[src/rtl/vram_arb_pkg.sv]
package vram_arb_pkg;

    typedef enum logic [1:0] {
        PH_CPU      = 2'd0,
        PH_FETCH_LO = 2'd1,
        PH_FETCH_HI = 2'd2,
        PH_SPARE    = 2'd3
    } phase_e;

    typedef enum logic {
        ACC_IDLE  = 1'b0,
        ACC_DEFER = 1'b1
    } acc_e;

endpackage

[src/rtl/vram_phase_gen.sv]
module vram_phase_gen
    import vram_arb_pkg::*;
(
    input  logic   clk,
    input  logic   rst_n,
    output phase_e phase,
    output logic   vid_a0,
    output logic   snd_clk,
    output logic   crtc_ce
);

    phase_e ph_q;
    phase_e ph_d;

    // state register
    always_ff @(posedge clk or negedge rst_n) begin
        if (!rst_n) ph_q <= PH_CPU;
        else        ph_q <= ph_d;
    end

    // transitions: fixed ring
    always_comb begin
        unique case (ph_q)
            PH_CPU:      ph_d = PH_FETCH_LO;
            PH_FETCH_LO: ph_d = PH_FETCH_HI;
            PH_FETCH_HI: ph_d = PH_SPARE;
            PH_SPARE:    ph_d = PH_CPU;
            default:     ph_d = PH_CPU;
        endcase
    end

    // outputs decoded from the state register
    always_comb begin
        vid_a0  = 1'b0;
        snd_clk = 1'b0;
        crtc_ce = 1'b0;
        unique case (ph_q)
            PH_CPU: begin
            end
            PH_FETCH_LO: begin
                snd_clk = 1'b1;
            end
            PH_FETCH_HI: begin
                vid_a0  = 1'b1;
                snd_clk = 1'b1;
            end
            PH_SPARE: begin
                vid_a0  = 1'b1;
                crtc_ce = 1'b1;
            end
            default: begin
            end
        endcase
    end

    assign phase = ph_q;

endmodule

[src/rtl/vram_cpu_port.sv]
module vram_cpu_port
    import vram_arb_pkg::*;
#(
    parameter int DATA_W = 8
) (
    input  logic              clk,
    input  logic              rst_n,
    input  phase_e            phase,
    input  logic              cpu_req,
    input  logic              cpu_we,
    input  logic              cpu_io,
    input  logic [DATA_W-1:0] ram_rdata,
    output logic              cpu_wait_n,
    output logic              ram_we,
    output logic [DATA_W-1:0] cpu_rdata,
    output acc_e              acc_state
);

    acc_e st_q;
    acc_e st_d;
    logic in_cpu;
    logic mem_wr;
    logic grant;
    logic rd_take;

    assign in_cpu = (phase == PH_CPU);
    assign mem_wr = cpu_req && cpu_we && !cpu_io;

    // state register
    always_ff @(posedge clk or negedge rst_n) begin
        if (!rst_n) st_q <= ACC_IDLE;
        else        st_q <= st_d;
    end

    // transitions
    always_comb begin
        unique case (st_q)
            ACC_IDLE:  st_d = (in_cpu && mem_wr) ? ACC_DEFER : ACC_IDLE;
            ACC_DEFER: st_d = in_cpu ? ACC_IDLE : ACC_DEFER;
            default:   st_d = ACC_IDLE;
        endcase
    end

    // outputs
    always_comb begin
        cpu_wait_n = 1'b0;
        unique case (st_q)
            ACC_IDLE:  cpu_wait_n = in_cpu && !mem_wr;
            ACC_DEFER: cpu_wait_n = in_cpu;
            default:   cpu_wait_n = 1'b0;
        endcase
        grant   = cpu_req && cpu_wait_n;
        ram_we  = grant && mem_wr;
        rd_take = grant && !cpu_we && !cpu_io;
    end

    // read holding register
    always_ff @(posedge clk or negedge rst_n) begin
        if (!rst_n)       cpu_rdata <= '0;
        else if (rd_take) cpu_rdata <= ram_rdata;
    end

    assign acc_state = st_q;

endmodule

[src/rtl/vram_vid_fetch.sv]
module vram_vid_fetch
    import vram_arb_pkg::*;
#(
    parameter int DATA_W = 8
) (
    input  logic              clk,
    input  logic              rst_n,
    input  phase_e            phase,
    input  logic [DATA_W-1:0] ram_rdata,
    output logic [DATA_W-1:0] vid_byte,
    output logic              vid_load
);

    logic fetch_now;

    always_comb begin
        unique case (phase)
            PH_FETCH_LO, PH_FETCH_HI: fetch_now = 1'b1;
            PH_CPU, PH_SPARE:         fetch_now = 1'b0;
            default:                  fetch_now = 1'b0;
        endcase
    end

    always_ff @(posedge clk or negedge rst_n) begin
        if (!rst_n) begin
            vid_byte <= '0;
            vid_load <= 1'b0;
        end else begin
            vid_load <= fetch_now;
            if (fetch_now) vid_byte <= ram_rdata;
        end
    end

endmodule

[src/rtl/vram_arbiter.sv]
module vram_arbiter
    import vram_arb_pkg::*;
#(
    parameter int ADDR_W = 16,
    parameter int DATA_W = 8
) (
    input  logic              clk,
    input  logic              rst_n,
    input  logic              cpu_req,
    input  logic              cpu_we,
    input  logic              cpu_io,
    input  logic [ADDR_W-1:0] cpu_addr,
    input  logic [DATA_W-1:0] cpu_wdata,
    output logic              cpu_wait_n,
    output logic [DATA_W-1:0] cpu_rdata,
    input  logic [ADDR_W-2:0] disp_addr,
    output logic [ADDR_W-1:0] ram_addr,
    output logic [DATA_W-1:0] ram_wdata,
    output logic              ram_we,
    input  logic [DATA_W-1:0] ram_rdata,
    output logic [DATA_W-1:0] vid_byte,
    output logic              vid_load,
    output logic              crtc_ce,
    output logic              snd_clk,
    output logic              vid_a0
);

    phase_e phase;
    acc_e   acc_state;

    vram_phase_gen u_phase (
        .clk     (clk),
        .rst_n   (rst_n),
        .phase   (phase),
        .vid_a0  (vid_a0),
        .snd_clk (snd_clk),
        .crtc_ce (crtc_ce)
    );

    vram_cpu_port #(.DATA_W(DATA_W)) u_cpu (
        .clk        (clk),
        .rst_n      (rst_n),
        .phase      (phase),
        .cpu_req    (cpu_req),
        .cpu_we     (cpu_we),
        .cpu_io     (cpu_io),
        .ram_rdata  (ram_rdata),
        .cpu_wait_n (cpu_wait_n),
        .ram_we     (ram_we),
        .cpu_rdata  (cpu_rdata),
        .acc_state  (acc_state)
    );

    vram_vid_fetch #(.DATA_W(DATA_W)) u_vid (
        .clk       (clk),
        .rst_n     (rst_n),
        .phase     (phase),
        .ram_rdata (ram_rdata),
        .vid_byte  (vid_byte),
        .vid_load  (vid_load)
    );

    // address source: processor only in its own phase
    always_comb begin
        if (phase == PH_CPU) ram_addr = cpu_addr;
        else                 ram_addr = {disp_addr, vid_a0};
    end

    assign ram_wdata = cpu_wdata;

endmodule

[config.mk]
export PLATFORM = sky130hd
export DESIGN_NAME = vram_arbiter
export DESIGN_NICKNAME = d
export VERILOG_FILES = /design/src/rtl/vram_arb_pkg.sv /design/src/rtl/vram_phase_gen.sv /design/src/rtl/vram_cpu_port.sv /design/src/rtl/vram_vid_fetch.sv /design/src/rtl/vram_arbiter.sv
export SDC_FILE = /design/constraint.sdc
export NUM_CORES = 1
export LEC_CHECK = 0
export BUFFER_PORTS_ARGS = -buffer_cell sky130_fd_sc_hd__buf_2
export CORE_ASPECT_RATIO = 1.1
export CORE_MARGIN = 3
export CORE_UTILIZATION = 25
export CTS_CLUSTER_SIZE = 10
export DETAILED_ROUTE_END_ITERATION = 10
export PLACE_DENSITY_LB_ADDON = 0.12
export SYNTH_ARGS = -nofsm -noshare
export SYNTH_HDL_FRONTEND = slang
export SYNTH_SLANG_ARGS = --single-unit
[constraint.sdc]
create_clock -name clk -period 1.5 [get_ports clk]
set_input_delay 0.3 -clock clk [delete_from_list [all_inputs] [get_ports clk]]
set_output_delay 0.3 -clock clk [all_outputs]
set_load 0.02 [all_outputs]
* After elaboration in Yosys (flattened, before gate mapping)
Index checks and enable logic that the tools add are counted.
Cells by class: equal/unequal tests 3, bitwise gates (word level) 1, multiplexer cells 10, reductions and logical operators 15
Operators by type and width (number):
- $mux 16 | 1
- $logic_and 1x1->1 | 8
- $pmux 2 s4 | 1
- $pmux 1 s2 | 3
- $reduce_or 2->1 | 3
- $mux 1 | 5
- $eq 2x2->1 const B | 2
- $logic_not 1->1 | 3
- $eq 2x1->1 const B | 1
- $logic_not 2->1 | 1
- $not 1->1 | 1
Word-level totals: register bits 20, input port bits 52, word-level logic and storage cells 34, output and inout port bits 46

* Depth between registers and ports, before layout
Gate-level depths: netlist of run 1.
depth in word-level cells 8, mapped depth 5, gate-level depth less buffers 4

* Modules after synthesis
A second synthesis of run 1 with hierarchy kept.
Unflattened totals: cell total of the unflattened synthesis 79, area total of the unflattened synthesis 1166.1 µm²
By module, submodules not included:
- vram_cpu_port | area each 402.9 µm², times used 1, cells an instance 25, sequential area each 225.2 µm²
- vram_vid_fetch | area each 346.6 µm², times used 1, cells an instance 19, sequential area each 225.2 µm²
- vram_arbiter | area each 309.0 µm², times used 1, cells an instance 26, sequential area each 0.0 µm²
- vram_phase_gen | area each 107.6 µm², times used 1, cells an instance 9, sequential area each 50.0 µm²

* Worst setup path after synthesis of run 1
Ideal clock, no wire load.
kind register to output, from register u_phase.ph_q[1], in the netlist u_phase.phase[1], to output ram_addr[0], data required time 1200 ps, slack -242 ps, cell stages (with the launch flop) 4, buffers on the path 0, data arrival time 1442 ps, cell sequence dfrtp_1 > ha_1 > or2_1 > mux2_2
Between the ends: word-level cells in the longest chain between the ends 4, elaborated cells between the ends (all ways) 6, those cells by class eq/ne (2); mux (2); reduce/logical (2)
Ends and longest elaborated chain:
- from (decl) | line vram_phase_gen.sv:12 | phase_e ph_q;
- from (signal assigned) | line vram_phase_gen.sv:18 | else ph_q <= ph_d;
- $eq 2x2->1 | line vram_phase_gen.sv:37 | unique case (ph_q)
- $reduce_or 2->1 (no source line) (*)
- $mux 1 (*) | line vram_phase_gen.sv:37
- via vid_a0 | line vram_arbiter.sv:25 | output logic vid_a0
- $mux 16 (*) | line vram_arbiter.sv:65 | if (phase == PH_CPU) ram_addr = cpu_addr;
- to (decl) | line vram_arbiter.sv:17 | output logic [ADDR_W-1:0] ram_addr,
Mark *: on every way through the listed nets, which the timed path passes. The rest lies on a longest branch.

* Worst setup path after layout of run 1
from register u_phase.ph_q[1], in the netlist u_phase.phase[1], to output ram_addr[0]
Between the ends: word-level cells in the longest chain between the ends 4, elaborated cells between the ends (all ways) 6, those cells by class eq/ne (2); mux (2); reduce/logical (2)
Ends and longest elaborated chain (line):
- $eq 2x2->1 | vram_phase_gen.sv:37
- $reduce_or 2->1 (no source line)
- $mux 1 | vram_phase_gen.sv:37
- $mux 16 (*) | vram_arbiter.sv:65
Mark *: on every way between the ends. The rest lies on a longest branch, timed or not.

==> results of run 1 <==
## flip-flops by register name, summed over array words and instances, names as in the netlist
| register | count |
|---|---|
| u_vid.vid_byte | 8 |
| u_cpu.cpu_rdata | 8 |
| u_cpu.acc_state | 1 |
| u_phase.phase | 2 |
## repair_timing
action / in CTS / in global routing
endpoints found under the setup margin: 28 / 27
pin swaps: 4 / 2
gates cloned: 0 / 0
hold endpoints to repair: 19 / 0
setup buffers: 5 / 1
hold buffers: 1 / 0
gates resized for setup: 9 / 8
## kinds of logic after synthesis
family / share of synthesized area
and+or+nand+nor: 0.0529
muxes: 0.377
DFF: 0.447
buffers and inverters: 0.0881
adders and majority gates: 0.0353
## Yosys cell counts
cell | count | area (um^2)
mux2_4 | 8 | 120
nor2b_1 | 1 | 6.26
mux2_1 | 2 | 22.5
and4bb_1 | 1 | 12.5
nand3b_1 | 1 | 7.51
inv_1 | 2 | 7.51
or2_2 | 1 | 6.26
nor2_1 | 1 | 3.75
nand2_1 | 1 | 3.75
nor4bb_1 | 1 | 10.0
mux2_2 | 23 | 259
ha_1 | 3 | 37.5
buf_6 | 1 | 11.3
buf_2 | 3 | 15.0
or2_1 | 1 | 6.26
buf_4 | 8 | 60.1
dfrtp_1 | 19 | 475
## power breakdown
group	internal, mW	leakage, nW	switching (mW)	total, mW
sequential	0.560	0.226	0.0246	0.585
combinational	0.171	0.673	0.158	0.329
clock	0.184	0.0255	0.165	0.349
## critical path: stages, from the launching register on
cell and delay [ns]:
dfrtp_2 0.41, buf_6 0.13, ha_4 0.15, or2_4 0.24
mux2_4 0.27, buf_6 0.13
## layout by cell type, fill, tap and decap left out
master         instances
and4bb_1               1
buf_12                 3
buf_2                 74
buf_4                  9
buf_6                  7
clkbuf_8               3
clkinv_2               1
dfrtp_1               18
dfrtp_2                1
dlygate4sd3_1          1
ha_4                   3
inv_1                  1
inv_2                  1
mux2_2                 9
mux2_4                24
nand2_1                1
nand3b_1               1
nor2_1                 1
nor2b_4                1
nor4bb_1               1
or2_2                  1
or2_4                  1
## routing by layer
metal  global-route usage  part of all wire  up-vias
met5                    0                 0        -
met4               0.0464            0.0065        0
met3               0.0332              0.15        2
met2                0.171              0.48       65
met1                0.103              0.35      411
li1                     -                 -      431
## how the worst max path moves through the flow
stage	from	to	slack, ns	cells after the start
after floorplan	u_phase.phase[1]	ram_addr[0]	-0.04	3
after global placement	u_phase.phase[0]	ram_addr[6]	-0.18	5
after detailed placement	u_phase.phase[0]	ram_addr[10]	-0.20	5
after CTS	u_phase.phase[1]	ram_addr[0]	-0.39	5
after global routing	u_phase.phase[1]	ram_addr[0]	-0.42	5
final	u_phase.phase[1]	ram_addr[0]	-0.37	5
## area by class of cell
| cell class | count | area [um^2] | area share |
|---|---|---|---|
| clock buffers | 3 | 41.3 | 0.0231 |
| repair buffers | 94 | 587 | 0.329 |
| clock inverters | 1 | 5.00 | 0.00280 |
| multi-input cells | 44 | 603 | 0.338 |
| flip-flops and latches | 19 | 477 | 0.267 |
| inverters | 2 | 7.51 | 0.00420 |
| well taps | 52 | 65.1 | 0.0364 |
==> impl_metrics.json, run 1 <==
{
  "dr_total_vias": 909,
  "p_leak_nw": 0.924,
  "clock_path_buffers": 2,
  "fillerInstances": 396,
  "crit_path_start_kind": "flop",
  "synth.cell_area_um2": 1060,
  "setup_tns_ns": -7.05,
  "min-delay-start": "ram_rdata[6]",
  "ys_types": 17,
  "max_slew_margin": 0.606,
  "grt_max_degree": 20,
  "ant_nets": 0,
  "fin_util": 0.444,
  "n_antenna_cell": 0,
  "syn_area_per_cell_um2": 13.8,
  "cts_max_level": 1,
  "num_rows": 24,
  "initial_core_util": 0.265,
  "r2r-end": "u_cpu.cpu_rdata[2]",
  "place_congestion": 0.602,
  "fin_crit_sh": 1.24,
  "clk_latency_ns": 0.25,
  "nets": 219,
  "dieArea_um2": 5080,
  "antenna_found_initial": 0,
  "first_iter_violations": 18,
  "ys_seq_elements": 19,
  "arrival_ns": 1.57,
  "post_dp_cell_area_um2": 1610,
  "post-place-ws_ns": -0.197,
  "clock-sinks": 19,
  "tightest_slew_ns": 0.584,
  "r2r_start": "u_phase.phase[1]",
  "outcome": "complete, but fails checks",
  "required_ns": 1.20,
  "synthesis.nets": 132,
  "reg2regPathDepth": 6,
  "root_buffer": "clkbuf_8",
  "holdWs_ns": 0.287,
  "min_delay_path_depth": 2,
  "setup_viol": 27,
  "wl_per_cell_um": 12.1,
  "hold_path.class": "primary input to flop",
  "fin_area_um2": 1790,
  "drt-pass1-iter-count": 3,
  "hold_viol": 0,
  "avgViaCountPerCell": 4.23,
  "syn_inst": 77,
  "hpwl_mm": 2.02,
  "period_needed_ns": 1.87,
  "io_pins": 98,
  "drive_gt1_frac": 0.847,
  "yosysWarningCount": 0,
  "critical_path_class": "flop to output pin",
  "coreArea_um2": 4020,
  "drc_errors": 0,
  "die_h_um": 74.4,
  "finalWorstSetupSlack_ns": -0.366,
  "cts_tree": "yes",
  "finalNonFillerCells": 215,
  "grt-ovfl-total": 0,
  "fmax_mhz": 536,
  "grt_util_all_layers": 0.0975,
  "place_inst": 204,
  "seq_area_frac_synth": 0.447,
  "cts.clk_slew.worst_paths_ns": 0.07,
  "ir_drop_uv": 533,
  "cts_made_buffers": 3,
  "violations": "setup timing",
  "grt_pass1_wl_mm": 3.80,
  "portBuffers": 81,
  "fin_skew_ns": 0.00306,
  "maxCapViolations": 0,
  "slew_viol_final": 0,
  "crit_path_end_kind": "output pin",
  "grt_pass1_vias": 902,
  "dieWidth_um": 68.2,
  "wl_mm": 2.60,
  "powerDensity_nw_per_um2": 707,
  "finalPower_mw": 1.26,
  "syn2layout_area_growth_pct": 67.7,
  "reg2reg_slack_ns": -0.15,
  "cp_max_fo": 3,
  "hold_path_end": "u_cpu.cpu_rdata[6]",
  "rsz0062_at_grt": "yes"
}
(Power assumes the default switching activity.)
==> run 2, diff against run 1 <==
RECOVER_POWER = 100   (was default)
==> run 2 against run 1 <==
Compared with the run above:
- the flow still finishes with violations (setup timing)
- cell area fell by 1.5%
- flip-flop and latch count did not move
- wire length fell by 0.77%
- highest routed layer unchanged
- critical endpoint unchanged
==> impl_metrics.json, run 2 (synthesis results as in run 1) <==
{
  "slowest_stage": "dfrtp_2",
  "fmax_mhz": 536,
  "finalNonFillerCells": 215,
  "wl_per_cell_um": 12.0,
  "final_common_cell": "buf_2",
  "hold_path_end": "u_cpu.cpu_rdata[6]",
  "setup_tns_ns": -7.74,
  "dr_total_vias": 909,
  "drive_gt1_frac": 0.742,
  "grt_max_degree": 20,
  "post_dp_cell_area_um2": 1610,
  "grt_util_all_layers": 0.0975,
  "dieArea_um2": 5080,
  "place_inst": 204,
  "initial_core_util": 0.265,
  "syn2layout_area_growth_pct": 65.2,
  "arrival_ns": 1.57,
  "cp_max_fo": 3,
  "cts.clk_slew.worst_paths_ns": 0.07,
  "root_buffer": "clkbuf_8",
  "reg2reg_slack_ns": -0.15,
  "fin_crit_sh": 1.24,
  "min-delay-start": "ram_rdata[6]",
  "hold_viol": 0,
  "ir_drop_uv": 532,
  "slew_viol_final": 0,
  "cp_common_cell": "buf_6",
  "ant_nets": 0,
  "dieWidth_um": 68.2,
  "clock_path_buffers": 2,
  "crit_path_end_kind": "output pin",
  "crit_chain": "buf_6 -> ha_4 -> or2_4 -> mux2_4 -> buf_6",
  "reg2regPathDepth": 6,
  "cts_tree": "yes",
  "r2r-end": "u_cpu.cpu_rdata[2]",
  "grt_pass1_wl_mm": 3.80,
  "portBuffers": 81,
  "drc_errors": 0,
  "outcome": "complete, but fails checks",
  "violations": "setup timing",
  "setup_viol": 35,
  "crit_path_start_kind": "flop",
  "wl_mm": 2.58,
  "clk_latency_ns": 0.25,
  "num_rows": 24,
  "antenna_found_initial": 0,
  "place_congestion": 0.602,
  "avgViaCountPerCell": 4.23,
  "critical_path_class": "flop to output pin",
  "post-place-ws_ns": -0.197,
  "drt-pass1-iter-count": 3,
  "fin_skew_ns": 0.00383,
  "hold_path.class": "primary input to flop",
  "finalPower_mw": 1.25,
  "n_antenna_cell": 0,
  "maxCapViolations": 0,
  "max_slew_margin": 0.606,
  "period_needed_ns": 1.87,
  "cts_made_buffers": 3,
  "fillerInstances": 409,
  "tightest_slew_ns": 0.584,
  "rsz0062_at_grt": "yes",
  "nets": 219,
  "layout_common_cells": "buf_2 (57), mux2_4 (24), dfrtp_1 (18)",
  "max_stage_delay_ns": 0.41,
  "grt-ovfl-total": 0,
  "powerDensity_nw_per_um2": 711,
  "min_delay_path_depth": 2,
  "fin_area_um2": 1760,
  "io_pins": 98,
  "r2r_start": "u_phase.phase[1]",
  "required_ns": 1.20,
  "die_h_um": 74.4,
  "cts_max_level": 1,
  "first_iter_violations": 18,
  "p_leak_nw": 0.875,
  "clock-sinks": 19,
  "crit_path_start": "u_phase.phase[1]",
  "coreArea_um2": 4020,
  "grt_pass1_vias": 902,
  "hpwl_mm": 2.02,
  "finalWorstSetupSlack_ns": -0.366
}
==> run 2: cell count changes in the layout (fill, tap and decap cells not counted) <==
| cell | previous run | this run |
|---|---|---|
| clkbuf_2 | 0 | 2 |
| clkbuf_1 | 0 | 17 |
| buf_2 | 74 | 57 |
| buf_4 | 9 | 7 |
==> run 2: worst max-delay path by stage <==
stage	to	slack, ns	depth (start not counted)
floorplan	ram_addr[0]	-0.04	3
global placement	ram_addr[6]	-0.18	5
detailed placement	ram_addr[10]	-0.20	5
CTS	ram_addr[0]	-0.39	5
global route	ram_addr[0]	-0.42	5
finish	ram_addr[0]	-0.37	5
==> run 2: power by group <==
| group | internal, mW | switching [mW] |
|---|---|---|
| clock | 0.184 | 0.165 |
| sequential | 0.560 | 0.0259 |
| combinational | 0.157 | 0.158 |
==> run 2: metal layers <==
metal,wire (um),GRT usage,vias up,share of wire
met5,0,0,-,0
met4,17,0.0464,0,0.0066
met3,401,0.0332,2,0.16
met2,1260,0.171,65,0.49
met1,908,0.103,411,0.35
li1,-,-,431,-
==> run 2: cell type report <==
cell class / count / area (um^2) / share of cell area
inverter: 2 / 7.51 / 0.00427
sequential: 19 / 477 / 0.271
clock inverter: 1 / 5.00 / 0.00284
clock buffer: 3 / 41.3 / 0.0235
timing repair buffer: 94 / 561 / 0.319
tap: 52 / 65.1 / 0.0370
multi-input combinational: 44 / 603 / 0.343
==> run 2: metrics by stage <==
stage,hold WS (ns),util
final,0.287,0.437
after global routing,0.278,0.437
after global placement,0.267,0.401
after CTS,0.278,0.435
after floorplan,0.00441,-
after detailed placement,0.263,0.401
==> run 2: what timing repair did <==
action / CTS / global route
hold buffers: 1 / 0
hold endpoints to repair: 19 / 0
pin swaps: 4 / 2
resized for setup: 9 / 8
setup endpoints to repair: 28 / 27
buffers inserted: 5 / 1
==> run 2: critical path, delay by kind of cell, from the launching register on <==
kind	cells	cell delay, ns
flops	1	0.41
mux	1	0.27
buf+inv	2	0.26
simple gates	1	0.24
fa+ha+maj	1	0.15
==> run 3, diff against run 2 <==
SKIP_CTS_REPAIR_TIMING = 1   (was default)
==> run 3 against run 2 <==
Compared with the run above:
- the flow still finishes with violations (setup timing)
- clock power barely moved
- first-iteration DRC count shrank 11%
- sequential power hardly changed
- non-clock buffer count stayed put
- combinational power increased by 9.2%
- sequential share of layout area down 1.7 points
- clock skew about the same
- wire length increased by 2.4%
==> impl_metrics.json, run 3 (synthesis results as in run 1) <==
{
  "grt_max_degree": 20,
  "cts_tree": "yes",
  "power_frac_comb": 0.269,
  "ant_nets": 0,
  "cts_max_level": 1,
  "num_rows": 24,
  "grt_pass1_vias": 862,
  "initial_core_util": 0.265,
  "finalWorstSetupSlack_ns": -0.373,
  "outcome": "complete, but fails checks",
  "fin_skew_ns": 0.00356,
  "dieWidth_um": 68.2,
  "fin_crit_sh": 1.25,
  "crit_path_start": "u_phase.phase[1]",
  "hpwl_mm": 2.02,
  "die_h_um": 74.4,
  "place_congestion": 0.602,
  "finalPower_mw": 1.28,
  "period_needed_ns": 1.87,
  "antenna_found_initial": 0,
  "place_inst": 204,
  "clock-sinks": 19,
  "setup_viol": 27,
  "drive_gt1_frac": 0.773,
  "cts_made_buffers": 3,
  "crit_path_end_kind": "output pin",
  "maxCapViolations": 0,
  "ir_drop_uv": 534,
  "grt_util_all_layers": 0.0953,
  "clkPwrFrac": 0.273,
  "critical_path_class": "flop to output pin",
  "reg2reg_slack_ns": -0.15,
  "first_iter_violations": 16,
  "switching_share": 0.277,
  "fillerInstances": 390,
  "fmax_mhz": 534,
  "portBuffers": 81,
  "required_ns": 1.20,
  "hold_path.class": "primary input to flop",
  "final_common_cell": "buf_2",
  "hold_path_end": "u_cpu.cpu_rdata[6]",
  "n_antenna_cell": 0,
  "r2r_start": "u_phase.phase[1]",
  "dieArea_um2": 5080,
  "setup_tns_ns": -6.69,
  "grt-ovfl-total": 0,
  "drc_errors": 0,
  "min-delay-start": "ram_rdata[6]",
  "layout_common_cells": "buf_2 (45), mux2_4 (24), buf_6 (22)",
  "io_pins": 98,
  "violations": "setup timing",
  "drt-pass1-iter-count": 3,
  "hold_viol": 0,
  "fin_util": 0.466,
  "clock_path_buffers": 2,
  "switching_power_uw": 355,
  "clk_latency_ns": 0.25,
  "reg2regPathDepth": 6,
  "wl_per_cell_um": 12.3,
  "avgViaCountPerCell": 4.24,
  "root_buffer": "clkbuf_8",
  "crit_path_start_kind": "flop",
  "powerDensity_nw_per_um2": 683,
  "min_delay_path_depth": 2,
  "p_seq_frac": 0.458,
  "finalNonFillerCells": 215,
  "cp_max_fo": 3,
  "r2r-end": "u_cpu.cpu_rdata[2]",
  "cts.clk_slew.worst_paths_ns": 0.07,
  "coreArea_um2": 4020,
  "wl_mm": 2.65,
  "fin_area_um2": 1880,
  "p_leak_nw": 0.910,
  "grt_pass1_wl_mm": 3.66,
  "p_int_uw": 925,
  "slew_viol_final": 0,
  "syn2layout_area_growth_pct": 76.1,
  "arrival_ns": 1.57,
  "nets": 219,
  "dr_total_vias": 912,
  "post_dp_cell_area_um2": 1610,
  "tightest_slew_ns": 0.475,
  "max_slew_margin": 0.684,
  "rsz0062_at_grt": "yes"
}
## run 3: through the flow
stage | hold slack [ns] | setup WS, ns
after global placement | 0.267 | -0.175
after global routing | 0.278 | -0.429
after detailed placement | 0.263 | -0.197
after CTS | -0.0132 | -0.486
final | 0.287 | -0.373
after floorplan | 0.00441 | -0.0403
## run 3: layout make-up
cell class | count | area (um^2) | share of cell area
Timing Repair Buffer | 94 | 666 | 0.355
Multi-Input combinational cell | 44 | 614 | 0.328
Sequential cell | 19 | 477 | 0.254
Tap cell | 52 | 65.1 | 0.0347
Clock buffer | 3 | 41.3 | 0.0220
Inverter | 2 | 7.51 | 0.00400
Clock inverter | 1 | 5.00 | 0.00267
## run 3: power by group through the flow
stage,clock (mW),sequential (mW),combinational (mW)
final,0.349,0.587,0.344
after global routing,0.397,0.594,0.370
after CTS,0.374,0.586,0.329
after detailed placement,0,0.594,0.329
after global placement,0,0.595,0.324
after floorplan,0,0.654,0.156
## run 3: worst max path at each step
stage / end / slack, ns / depth (start not counted)
final: ram_addr[0] / -0.37 / 5
after global routing: ram_addr[0] / -0.43 / 5
after CTS: ram_addr[11] / -0.49 / 5
after detailed placement: ram_addr[10] / -0.20 / 5
after global placement: ram_addr[6] / -0.18 / 5
after floorplan: ram_addr[0] / -0.04 / 3
## run 3: layer usage
metal,up-vias,global-route usage,part of all wire
li1,433,-,-
met1,412,0.0967,0.35
met2,65,0.172,0.50
met3,2,0.0317,0.15
met4,0,0.0464,0.0064
met5,-,0,0
## run 3: critical path, cell delays in order (launching register included)
cell and delay (ns):
dfrtp_2 0.41, buf_6 0.13, ha_4 0.14, or2_4 0.24
mux2_4 0.27, buf_6 0.13
